### src/rtl/brc_pkg.sv
package brc_pkg;
   typedef enum logic [3:0] {
      SEL_CARRY  = 4'h0,
      SEL_BORROW = 4'h1,
      SEL_OVFL   = 4'h2,
      SEL_GT     = 4'h3,
      SEL_GE     = 4'h4,
      SEL_EQ     = 4'h5,
      SEL_NE     = 4'h6,
      SEL_LE     = 4'h7,
      SEL_LT     = 4'h8,
      SEL_ZERO   = 4'h9,
      SEL_NZERO  = 4'hA
   } cond_sel_e;

   localparam int FLAG_CARRY  = 0;
   localparam int FLAG_BORROW = 1;
   localparam int FLAG_OVFL   = 2;
   localparam int FLAG_GT     = 3;
   localparam int FLAG_EQ     = 4;
   localparam int FLAG_LT     = 5;
   localparam int FLAG_COUNT  = 6;

   localparam logic [3:0] SEL_LAST_LEGAL = 4'hA;
endpackage

### src/rtl/brc_cond_eval.sv
module brc_cond_eval
   import brc_pkg::*;
#(
   parameter int XLEN = 32
) (
   input  logic [3:0]      sel,
   input  logic [XLEN-1:0] flags,
   output logic            cond_true,
   output logic            reserved
);
   initial begin
      if (XLEN < FLAG_COUNT) $error("XLEN too small for condition bits");
   end

   logic reg_is_zero;
   assign reg_is_zero = (flags == '0);

   always_comb begin
      cond_true = 1'b0;
      reserved  = 1'b0;
      case (sel)
         SEL_CARRY:  cond_true = flags[FLAG_CARRY];
         SEL_BORROW: cond_true = flags[FLAG_BORROW];
         SEL_OVFL:   cond_true = flags[FLAG_OVFL];
         SEL_GT:     cond_true = flags[FLAG_GT];
         SEL_GE:     cond_true = flags[FLAG_GT] | flags[FLAG_EQ];
         SEL_EQ:     cond_true = flags[FLAG_EQ];
         SEL_NE:     cond_true = ~flags[FLAG_EQ];
         SEL_LE:     cond_true = flags[FLAG_LT] | flags[FLAG_EQ];
         SEL_LT:     cond_true = flags[FLAG_LT];
         SEL_ZERO:   cond_true = reg_is_zero;
         SEL_NZERO:  cond_true = ~reg_is_zero;
         default:    reserved  = 1'b1;
      endcase
   end

   always_comb begin
      AST_RESERVED_FALSE: assert (!(reserved && cond_true));
   end
endmodule

### src/rtl/brc_target.sv
module brc_target #(
   parameter int PC_W  = 32,
   parameter int OFF_W = 16,
   parameter int STEP  = 4
) (
   input  logic [PC_W-1:0]  pc,
   input  logic [OFF_W-1:0] offset,
   input  logic             take,
   output logic [PC_W-1:0]  target
);
   localparam int EXT_W = PC_W - OFF_W;
   localparam logic [PC_W-1:0] STEP_V = PC_W'(STEP);

   initial begin
      if (PC_W < OFF_W) $error("PC_W must be at least OFF_W");
      if (STEP < 1)     $error("STEP must be positive");
   end

   logic [PC_W-1:0] off_ext;

   generate
      if (EXT_W > 0) begin : g_sext
         assign off_ext = {{EXT_W{offset[OFF_W-1]}}, offset};
      end else begin : g_same
         assign off_ext = offset;
      end
   endgenerate

   logic [PC_W-1:0] jump_pc;
   logic [PC_W-1:0] seq_pc;
   assign jump_pc = pc + off_ext;
   assign seq_pc  = pc + STEP_V;
   assign target  = take ? jump_pc : seq_pc;
endmodule

### src/rtl/brc_branch_unit.sv
module brc_branch_unit #(
   parameter int XLEN    = 32,
   parameter int PC_W    = 32,
   parameter int OFF_W   = 16,
   parameter int STEP    = 4,
   parameter bit OUT_REG = 1'b1
) (
   input  logic             clk,
   input  logic             rst_n,
   input  logic             in_valid,
   input  logic             is_jump,
   input  logic [3:0]       cond_sel,
   input  logic [XLEN-1:0]  cond_reg,
   input  logic [PC_W-1:0]  pc,
   input  logic [OFF_W-1:0] offset,
   output logic             out_valid,
   output logic             taken,
   output logic             illegal,
   output logic [PC_W-1:0]  next_pc
);
   localparam logic [PC_W-1:0] STEP_V = PC_W'(STEP);

   logic cond_true, sel_reserved, take_c, illegal_c;
   logic [PC_W-1:0] target_c;

   brc_cond_eval #(.XLEN(XLEN)) u_cond (
      .sel       (cond_sel),
      .flags     (cond_reg),
      .cond_true (cond_true),
      .reserved  (sel_reserved)
   );

   assign take_c    = is_jump | cond_true;
   assign illegal_c = ~is_jump & sel_reserved;

   brc_target #(.PC_W(PC_W), .OFF_W(OFF_W), .STEP(STEP)) u_tgt (
      .pc     (pc),
      .offset (offset),
      .take   (take_c),
      .target (target_c)
   );

   generate
      if (OUT_REG) begin : g_reg
         always_ff @(posedge clk) begin
            if (!rst_n) begin
               out_valid <= 1'b0;
               taken     <= 1'b0;
               illegal   <= 1'b0;
               next_pc   <= '0;
            end else begin
               out_valid <= in_valid;
               if (in_valid) begin
                  taken   <= take_c;
                  illegal <= illegal_c;
                  next_pc <= target_c;
               end
            end
         end

         AST_VALID_LATENCY: assert property (@(posedge clk) disable iff (!rst_n)
            in_valid |=> out_valid);
         AST_IDLE_HOLD: assert property (@(posedge clk) disable iff (!rst_n)
            !in_valid |=> ($stable(next_pc) && $stable(taken) && !out_valid));
         AST_JUMP_TAKEN: assert property (@(posedge clk) disable iff (!rst_n)
            (in_valid && is_jump) |=> (taken && !illegal));
         AST_SEQ_PC: assert property (@(posedge clk) disable iff (!rst_n)
            (in_valid && !is_jump && sel_reserved) |=> (next_pc == $past(pc) + STEP_V));
         AST_ILLEGAL_NOT_TAKEN: assert property (@(posedge clk) disable iff (!rst_n)
            illegal |-> !taken);
      end else begin : g_comb
         assign out_valid = in_valid;
         assign taken     = take_c;
         assign illegal   = illegal_c;
         assign next_pc   = target_c;
      end
   endgenerate
endmodule

### config.mk
export PLATFORM = sky130hd
export DESIGN_NAME = brc_branch_unit
export DESIGN_NICKNAME = d
export VERILOG_FILES = /design/src/rtl/brc_pkg.sv /design/src/rtl/brc_cond_eval.sv /design/src/rtl/brc_target.sv /design/src/rtl/brc_branch_unit.sv
export SDC_FILE = /design/constraint.sdc
export NUM_CORES = 1
export LEC_CHECK = 0
export BUFFER_PORTS_ARGS = -buffer_cell sky130_fd_sc_hd__buf_2
export CAP_MARGIN = 20
export CORE_MARGIN = 5
export CORE_UTILIZATION = 54
export CTS_BUF_LIST = sky130_fd_sc_hd__clkbuf_8
export DETAILED_ROUTE_END_ITERATION = 10
export PLACE_DENSITY_LB_ADDON = 0.1
export RECOVER_POWER = 25
export SLEW_MARGIN = 0
export SYNTH_ARGS = -nofsm -noshare
export SYNTH_HDL_FRONTEND = slang
export SYNTH_HIERARCHICAL = 1
export SYNTH_SLANG_ARGS = --single-unit
### constraint.sdc
create_clock -name clk -period 3.75 [get_ports clk]
set_input_delay 0.375 -clock clk [delete_from_list [all_inputs] [get_ports clk]]
set_output_delay 0.375 -clock clk [all_outputs]
set_load 0.005 [all_outputs]
==> summary.md, run 1 <==
| Metric | Value |
|---|---|
| PortBufs | roughly 120 |
| Final WL | 10680 um |
| Die H | a little under 100 um |
| Seq/Total Area, Yosys | 17.47% |
| Drt pass-1 iters | 5 |
| Finished Layout Cells | a little over 700 |
| Final Critical Period | around 2.9 ns |
| FF+latch count, synth | 35 |
| Fill cell count | between 700 and 800 |
| Worst Hold Class | input pin to register |
| Post-synth ARST share | 0% |
| Skew final | 0 ns |
| GR Util All Layers | approximately 23% |
| H-tree depth | 2 |
| ANT nets after route | 0 |
| Vias | between 4000 and 5000 |
| Total grt overflow | 0 |
| Worst Path Required | about 4 ns |
| Drt via density | 5.709 |
| Placement-stage cell area | between 4000 and 5000 um^2 |
| Commonest non-fill, non-tap cell in the layout | buf_2 |
| Root Buffer | clkbuf_8 |
| Core box area | 7253 um^2 |
| Worst skew pair latency | 0.28 ns |
| Initial antenna violation count | 0 |
| Cts hold-fix bufs | 0 |
| First-pass GRT wire length | ~17000 um |
| RePlAce Congestion | roughly 0.93 |
| Dpl hpwl | between 8000 and 9000 um |
| Min-delay src | is_jump |
| Layout cell share with drive strength beyond 1 | a little under a quarter |
| RSZ-0062 raised after global routing | no |
| Ant. Diodes | 0 |
| Synth Flop Type | dfxtp_1 |
| Commonest cells after routing, fill and taps aside | buf_2 (114), a21oi_1 (48), nand2_1 (43) |
| Crit start category | input pin |
| Status | finished clean |
| Mapped cell area | about 4000 um^2 |
| Max rail drop VDD | between 150 and 200 uV |
| Period utilization | about four fifths |
| DR WL/cell | 14.73 um |
| Final TNS setup | 0 ns |
| Cells after Synth | 516 |
| Critical R2R Capture | taken |
| Clock Sinks | 35 |
| Max-cap violations | 0 |
| Vias in the first global route | around 3900 |
| Die area | approximately 9200 um^2 |
| CTS Buf Count | 5 |
| Post-synth cell types | 63 |
| Initial Util | a little under three fifths |
| Critical Path AT | 3.12 ns |
| # DRC | 0 |
| Post-CTS setup buffers | 0 |
| Final count of hold timing violations | 0 |
| CP Capture Type | register |
| Max-slew violations | 0 |
| CTS resizes | 0 |
| Post-Syn Area per Cell | 7.772 um^2 |
| Placed cells | a little over 700 |
| Power, Total | between 1 and 1.5 mW |
| Post-synth EDFFs | 0 |
| Final-stage net count | roughly 750 |
| Slew margin rel. | between 30% and 40% |
| Largest net degree at the start of global routing | 49 |
| Util after Layout | 64.64% |
| Die width | 96.18 um |
| DR iter-0 viols | approximately 130 |
| I/O pins | roughly 120 |
| Area grow syn2layout | 16.91% |
| Critical path fanouts, max | 6 |
| Design Area, Final | ~4700 um^2 |
| Pwr Density | approximately 280 nW/um^2 |
| TritonCTS clock tree | done |
| Clock Path Buffers | 2 |
| WHS Endpoint | illegal |
| Clk pin slew, worst setup/hold paths | about 0.070 ns |
| Synthesis warning total | 6 |
| Fmax | roughly 340 MHz |
| Hold Path Depth | 3 |
| R2r setup slk | 3.10 ns |
| Crit path kind | input pin to register |
| Rows | 31 |
| Leak | ~2.2 nW |
| R2R cell count | 2 |
| Least-Margin Pin Slew | roughly 1.0 ns |
| Syn Nets | approximately 640 |
| Final setup fails | 0 |
| Critical R2R Launch | taken |
-- flip-flops by register name (all words and copies together) (netlist names) --
register,cells
illegal,1
out_valid,1
next_pc,32
taken,1
-- layout make-up --
cell class,count,area [um^2],area share [%]
Clock inverter,1,3.754,0.08006
Clock buffer,5,68.82,1.468
Tap cell,99,123.9,2.642
Inverter,16,60.06,1.281
Timing Repair Buffer,123,608.1,12.97
Sequential cell,35,700.7,14.95
Multi-Input combinational cell,446,3123,66.61
-- report_power, final --
part | internal, mW | switching, mW
sequential | 0.412 | 0.0192
combinational | 0.277 | 0.332
clock | 0.122 | 0.140
total | 0.811 | 0.492
-- metal layers --
layer  up-vias  wire [um]  share of wire (%)  track usage, %
li1       2094          -                  -               -
met1      1902       4768                 45           30.31
met2       132       5143                 48           40.31
met3        11        638                6.0           2.424
met4         0        127                1.2           6.161
met5         -          0                  0               0
-- critical path, cell delays in order --
cell and delay (ns):
buf_2 0.10, ha_1 0.23, fa_1 0.43, a211oi_2 0.28, o21bai_2 0.12, o2111ai_2 0.21
a21oi_2 0.15, a211oi_2 0.34, o21ai_1 0.15, a2111o_1 0.42, o221a_2 0.12, mux2i_1 0.14
nor2b_1 0.06
-- worst max path at each step --
| stage | cells past startpoint | to | from | slack [ns] |
|---|---|---|---|---|
| 6_report | 13 | next_pc[30] | offset[0] | 0.80 |
| 3_5_place_dp | 13 | next_pc[30] | offset[0] | 0.50 |
| 2_1_floorplan | 12 | next_pc[30] | offset[0] | 0.84 |
| 3_3_place_gp | 13 | next_pc[30] | offset[0] | 0.57 |
| 4_1_cts | 13 | next_pc[30] | offset[0] | 0.79 |
| 5_1_grt | 13 | next_pc[30] | offset[0] | 0.64 |
-- cells by family after synthesis --
logic type	share of synthesized area, %
AOI/OAI and AO/OA	23.74
xor gates and xnor gates	11.14
adders and majority gates	10.48
buffers and inverters	4.649
DFF	17.47
muxes	9.080
and+or+nand+nor	23.43
-- cells in the mapped netlist, types with 4 or more instances --
| cell type | number | area [um^2] |
|---|---|---|
| nand4_1 | 8 | 50.05 |
| a31oi_1 | 5 | 31.28 |
| nor4_1 | 5 | 31.28 |
| or3_1 | 4 | 25.02 |
| a21o_1 | 12 | 90.09 |
| o21ai_0 | 25 | 125.1 |
| xnor2_1 | 31 | 271.5 |
| a211oi_1 | 7 | 52.55 |
| nand2_1 | 43 | 161.4 |
| dfxtp_1 | 35 | 700.7 |
| clkbuf_1 | 10 | 37.54 |
| a21oi_1 | 48 | 240.2 |
| o21a_1 | 5 | 37.54 |
| o21ai_1 | 5 | 25.02 |
| o21bai_1 | 6 | 45.04 |
| and3_1 | 6 | 37.54 |
| xor2_1 | 20 | 175.2 |
| o22ai_1 | 4 | 25.02 |
| nor2_1 | 39 | 146.4 |
| mux2i_1 | 33 | 330.3 |
| nor3_1 | 5 | 25.02 |
| inv_1 | 16 | 60.06 |
| nor2b_1 | 36 | 225.2 |
| ha_1 | 32 | 400.4 |
| nand3_1 | 16 | 80.08 |
-- per-stage QoR --
| stage | setup slack, ns | hold slack (ns) |
|---|---|---|
| 2_1_floorplan | 0.8413 | 0.4625 |
| 3_3_place_gp | 0.5707 | 0.4584 |
| 3_5_place_dp | 0.4973 | 0.4782 |
| 4_1_cts | 0.7877 | 0.3669 |
| 5_1_grt | 0.6371 | 0.3902 |
| 6_report | 0.8007 | 0.3754 |
No activity file was read; power rests on OpenSTA's default activity.
==> inputs of run 2 (changes only) <==
Settings changed: ABC_AREA from default to 1, CORE_UTILIZATION 54 to 56.
Clock period 3.75 ns to 3.1 ns, I/O delays scaled along.
==> run 2 against run 1 <==
Power rose by 35%. Sequential share of layout area fell by 2.8 points. Flip-flop and latch count did not move. Final cell count rose by 62%. Non-clock buffer count rose by 1. Via count rose by 47%. Critical path type unchanged. Largest cell class unchanged. Largest power group unchanged.
==> summary.md, run 2 <==
| Metric | Value |
|---|---|
| Clock Path Buffers | 2 |
| CP Capture Type | register |
| Fill cell count | ~950 |
| Commonest cells after routing, fill and taps aside | nand2_1 (417), inv_1 (137), buf_2 (113) |
| Critical Path AT | approximately 2.4 ns |
| Final count of hold timing violations | 0 |
| Die area | 10900 um^2 |
| CTS Buf Count | 5 |
| Drt via density | about 5.2 |
| Dpl hpwl | between 10000 and 15000 um |
| Area grow syn2layout | 15.17% |
| Post-synth top area share | a little under a third |
| Ant. Diodes | 0 |
| Die H | ~100 um |
| Slowest-stage cell, CP | clkinv_1 |
| Total grt overflow | 0 |
| Cts hold-fix bufs | 0 |
| Post-CTS setup buffers | 0 |
| Least-Margin Pin Slew | 1.343 ns |
| Seq/Total Area, Yosys | between 10% and 20% |
| Pwr Density | between 300 and 400 nW/um^2 |
| Slew margin rel. | around a tenth |
| Final setup fails | 0 |
| H-tree depth | 2 |
| Worst hold margin | just under 0.3 ns |
| Flop pwr share | 29.4% |
| Critical path fanouts, max | 22 |
| Sw Ratio | between 40% and 50% |
| Initial Util | between 50% and 60% |
| RePlAce Congestion | around 0.94 |
| Fmax | 460.3 MHz |
| Most common cell in the netlist | nand2_1 |
| Mapped cell area | around 5000 um^2 |
| Crit path kind | input pin to register |
| Max rail drop VDD | 195.7 uV |
| Psw | between 0.7 and 0.8 mW |
| Synth Flop Type | dfxtp_1 |
| Syn Nets | between 1000 and 1500 |
| Crit-path most repeated cell | nand2_1 |
| CTS resizes | 0 |
| Clock Sinks | 35 |
| Worst path max stage delay | around 0.5 ns |
| Worst Hold Class | input pin to register |
| Top post-synthesis cells by area | nand2_1 (31%), dfxtp_1 (14%), inv_1 (10%), ha_1 (8.0%), nor2_1 (7.0%) |
| Cell Chain, Critical Path | buf_2 -> nor2_2 -> nand2_1 -> nor2_1 -> nand2_1 -> nor2_1 -> nand2_1 -> nand3_1 -> nor2_1 -> inv_1 -> clkinv_1 -> buf_4 -> o21ai_0 -> nand2_1 -> nand2_2 -> nand2_1 |
| Max-cap violations | 0 |
| TritonCTS clock tree | done |
| Rows | 34 |
| RSZ-0062 raised after global routing | no |
| Post-synth cell types | 38 |
| Post-Syn Area per Cell | roughly 5.3 um^2 |
| Cells after Synth | about 950 |
| I/O pins | around 120 |
| Final TNS setup | 0 ns |
| ANT nets after route | 0 |
| Vias in the first global route | about 5200 |
| Final Critical Period | about 2.2 ns |
| Worst skew pair latency | about 0.28 ns |
| GR Util All Layers | 27.51% |
| Synthesis warning total | 6 |
| Leak | 3.418 nW |
| Post-synth ARST share | 0% |
| Max-slew violations | 0 |
| Placed cells | 1169 |
| Commonest non-fill, non-tap cell in the layout | nand2_1 |
| Combinational power share | ~47% |
| FF+latch count, synth | 35 |
| Clk pin slew, worst setup/hold paths | 0.08 ns |
| Util after Layout | ~66% |
| Worst Path Required | approximately 3.3 ns |
| Die width | 104.4 um |
| Synth area leader | nand2_1 |
| Layout cell share with drive strength beyond 1 | between 10% and 20% |
| PortBufs | 122 |
| Skew final | 0 ns |
| Vias | between 6000 and 7000 |
| Post-synth EDFFs | 0 |
| Number of flip-flops in the largest register | 32 |
| First-pass GRT wire length | ~25000 um |
| Int Pwr | ~1.0 mW |
| Status | finished clean |
| Drt pass-1 iters | 5 |
| Core box area | slightly below 9000 um^2 |
| DR WL/cell | about 13 um |
| DR iter-0 viols | 480 |
| Root Buffer | clkbuf_8 |
| Leading cell types by count after synthesis | nand2_1 (416), inv_1 (137), nor2_1 (93) |
| Largest net degree at the start of global routing | 35 |
| Final-stage net count | approximately 1200 |
| Finished Layout Cells | roughly 1200 |
| Initial antenna violation count | 0 |
| Crit start category | input pin |
| Largest Register | next_pc |
| # DRC | 0 |
| Final WL | about 16000 um |
| Clock share of power | 23.2% |
| Period utilization | 70.08% |
## run 2: cell type report
| type | instances | area (um^2) | share of cell area, % |
|---|---|---|---|
| clock buffer | 5 | 68.82 | 1.197 |
| inverter | 142 | 534.3 | 9.297 |
| sequential | 35 | 700.7 | 12.19 |
| clock inverter | 3 | 43.79 | 0.7620 |
| timing repair buffer | 124 | 614.3 | 10.69 |
| tap | 108 | 135.1 | 2.351 |
| multi-input combinational | 760 | 3650 | 63.51 |
## run 2: cells by family (layout without fill, tap and decap cells)
kind of cell,Yosys count,in the layout,synth area share [%]
AO/OA/AOI/OAI,70,70,7.473
adder cells (fa/ha/maj),33,33,8.425
AND/OR/NAND/NOR,635,635,53.44
flip-flops,35,35,14.04
buffers and inverters,154,274,12.76
XOR/XNOR,22,22,3.862
## run 2: final timing paths
kind / to / cells past startpoint / startpoint / slack, ns
min reg2reg: next_pc[0] / 2 / next_pc[0] / 0.44
max: next_pc[26] / 16 / cond_reg[4] / 0.93
max reg2reg: taken / 2 / taken / 2.51
min: illegal / 4 / is_jump / 0.29
## run 2: per-layer routing
metal  GRT usage [%]  routed length [um]  vias up
li1                -                   -     3177
met1           40.15                7321     2635
met2           43.67                6905      250
met3           4.035                1457       11
met4           3.793                 154        0
met5               0                   0        -
## run 2: power by group through the flow
stage	combinational (mW)	clock [mW]	sequential, mW
2_1_floorplan	0.533	0	0.530
3_3_place_gp	0.814	0	0.526
6_report	0.832	0.407	0.518
3_5_place_dp	0.817	0	0.528
5_1_grt	0.936	0.436	0.523
4_1_cts	0.820	0.416	0.517
## run 2: stage by stage
step / setup WS [ns] / cell area [um^2] / total power, mW
floorplan: 1.221 / 4990 / 1.063
global placement: 0.7366 / 5649 / 1.340
detailed placement: 0.7037 / 5649 / 1.344
CTS: 0.9872 / 5762 / 1.753
global route: 0.6324 / 5747 / 1.896
finish: 0.9276 / 5747 / 1.757
## run 2: worst max-delay path, delay by kind of cell
kind,cells,cell delay (ns)
AOI/OAI and AO/OA,1,0.10
buffers and inverters,4,1.11
and+or+nand+nor,11,0.81
==> inputs of run 3 (changes only) <==
Settings changed: ABC_AREA 1 to 0, CORE_UTILIZATION 56 to 49.
Clock period 3.1 ns to 1.9 ns, I/O delays scaled along.
==> run 3 against run 2 <==
The flow now finishes with violations (negative setup slack). Worst hold slack got worse by 0.12 ns. Core utilization rose by 17 points. Worst setup slack worse by 1.5 ns. Flip-flop and latch count did not move. Combinational power is 140% higher. Critical path depth down 3. Clock power up 83%. Final cell count is 25% lower. Sequential power is 65% higher. Critical endpoint is now next_pc[30].
==> summary.md, run 3 (synthesis gave the netlist of run 1 again) <==
| Metric | Value |
|---|---|
| Worst Hold Class | input pin to register |
| R2r setup slk | 1.24 ns |
| Die H | roughly 100 um |
| I/O pins | approximately 120 |
| Clock Sinks | 35 |
| Drt pass-1 iters | 5 |
| CTS Buf Count | 5 |
| Initial Util | about 50% |
| Critical path launch point | pc[0] |
| First-pass GRT wire length | about 24000 um |
| Least-Margin Pin Slew | between 0.6 and 0.7 ns |
| Util after Layout | 83.06% |
| Flop pwr share | a little under a quarter |
| Status | complete, but fails checks |
| Die width | 100.5 um |
| DR WL/cell | 17.59 um |
| Fmax | around 410 MHz |
| Critical R2R Capture | next_pc[13] |
| Ant. Diodes | 0 |
| RePlAce Congestion | between 0.9 and 1 |
| Slew margin rel. | about three fifths |
| Max-cap violations | 0 |
| # DRC | 0 |
| Final count of hold timing violations | 0 |
| PortBufs | between 100 and 150 |
| Leak | ~3.1 nW |
| Final WL | approximately 16000 um |
| Period utilization | 128.6% |
| Final Critical Period | between 2 and 2.5 ns |
| Rows | 33 |
| Die area | 10090 um^2 |
| CP endpoint | next_pc[30] |
| Final setup fails | 32 |
| R2R cell count | 2 |
| Worst skew pair latency | just under 0.3 ns |
| Dpl hpwl | ~10000 um |
| Number of flip-flops in the largest register | 32 |
| Largest net degree at the start of global routing | 37 |
| Worst Path Required | ~2.1 ns |
| DR iter-0 viols | about 250 |
| Design Area, Final | roughly 6700 um^2 |
| Int Pwr | about 2.3 mW |
| Max-slew violations | 0 |
| Slowest-stage cell, CP | fa_2 |
| Drt via density | around 5.6 |
| Crit path kind | input pin to register |
| Area grow syn2layout | 67.61% |
| Core box area | just over 8000 um^2 |
| Commonest non-fill, non-tap cell in the layout | buf_4 |
| Placement-stage cell area | between 5000 and 6000 um^2 |
| Clock Path Buffers | 2 |
| Worst path max stage delay | between 0.3 and 0.4 ns |
| Vias in the first global route | 5045 |
| Max rail drop VDD | approximately 470 uV |
| Final TNS setup | -10.25 ns |
| Final-stage net count | 900 |
| CP Capture Type | register |
| GR Util All Layers | between 20 and 30% |
| Critical path fanouts, max | 3 |
| RSZ-0062 raised after global routing | yes |
| Failing checks | negative setup slack |
| Cell Chain, Critical Path | buf_6 -> ha_4 -> fa_2 -> a211oi_4 -> o21bai_2 -> o2111ai_2 -> a21oi_4 -> a211oi_2 -> o21ai_1 -> a2111o_1 -> o221a_2 -> mux2i_1 -> nor2b_1 |
| Pwr Density | about 530 nW/um^2 |
| Worst setup slack after layout | -0.5428 ns |
| Combinational power share | a little under three fifths |
| Commonest cells after routing, fill and taps aside | buf_4 (132), buf_2 (105), nor2b_1 (36), nand2_1 (36), dfxtp_1 (35) |
| Layout cell share with drive strength beyond 1 | 49.49% |
| H-tree depth | 2 |
| Critical R2R Launch | next_pc[13] |
| Largest Register | next_pc |
| Clk pin slew, worst setup/hold paths | roughly 0.09 ns |
| Sw Ratio | a little under two fifths |
| ANT nets after route | 0 |
| Skew final | 0 ns |
| Total grt overflow | 0 |
| Critical Path AT | around 2.6 ns |
| Psw | 1.311 mW |
| Vias | 4989 |
| Clock share of power | 20.9% |
| Root Buffer | clkbuf_8 |
| Initial antenna violation count | 0 |
| TritonCTS clock tree | done |
| Crit start category | input pin |
-- run 3: changes by cell type in the layout (fill, tap and decap cells not counted), sizes merged, moves of 10 or more --
cell,before,now
a21o,1,12
buf,115,275
mux2i,0,33
xnor2,8,31
a211oi,0,10
a21oi,33,51
nor2,100,39
nand3,63,16
nor2b,0,36
inv,140,16
nand2,436,43
-- run 3: power groups by stage --
stage	registers, mW	clock network, mW	logic, mW
2_1_floorplan	0.874	0	0.863
3_3_place_gp	0.866	0	1.48
3_5_place_dp	0.869	0	1.51
4_1_cts	0.854	0.755	1.79
5_1_grt	0.862	0.792	2.11
6_report	0.854	0.745	1.97
-- run 3: repair_timing --
item | 4_1_cts | 5_1_grt
hold buffers | 0 | 0
resized for setup | 104 | 50
buffers inserted | 17 | 7
setup endpoints to repair | 32 | 32
cloned | 4 | 0
pin swaps | 39 | 11
-- run 3: metal layers --
| layer | global-route usage [%] | vias up | share of wire, % |
|---|---|---|---|
| li1 | - | 2396 | - |
| met1 | 34.22 | 2376 | 41 |
| met2 | 52.65 | 193 | 52 |
| met3 | 5.121 | 24 | 5.7 |
| met4 | 7.254 | 0 | 1.3 |
| met5 | 0 | - | 0 |
-- run 3: through the flow --
step	setup slack, ns	hold WS (ns)	cells	power, mW
finish	-0.5428	0.1730	885	3.571
CTS	-0.5196	0.1709	882	3.396
global route	-0.6512	0.1946	885	3.768
global placement	-0.8160	0.4541	854	2.344
detailed placement	-0.8704	0.4625	854	2.379
floorplan	-0.5901	0.3182	516	1.737
-- run 3: worst min-delay path by stage --
| stage | from | end | slack [ns] | cells after the start |
|---|---|---|---|---|
| after CTS | is_jump | illegal | 0.17 | 3 |
| after detailed placement | illegal | illegal | 0.46 | 2 |
| final | is_jump | illegal | 0.17 | 3 |
| after global placement | illegal | illegal | 0.45 | 2 |
| after global routing | is_jump | illegal | 0.19 | 3 |
| after floorplan | rst_n | next_pc[0] | 0.32 | 1 |
-- run 3: layout make-up --
cell class,count,area (um^2)
multi-input combinational,446,3706
timing repair buffer,275,2003
fill,520,1371
sequential,35,700.7
tap,105,131.4
clock buffer,6,82.58
inverter,16,62.56
clock inverter,2,35.03
-- run 3: worst max-delay path, delay by kind of cell --
| kind | cells | cell delay [ns] |
|---|---|---|
| AO/OA/AOI/OAI | 8 | 1.60 |
| adder cells (fa/ha/maj) | 2 | 0.54 |
| multiplexers | 1 | 0.13 |
| buffers and inverters | 1 | 0.10 |
| AND/OR/NAND/NOR | 1 | 0.07 |
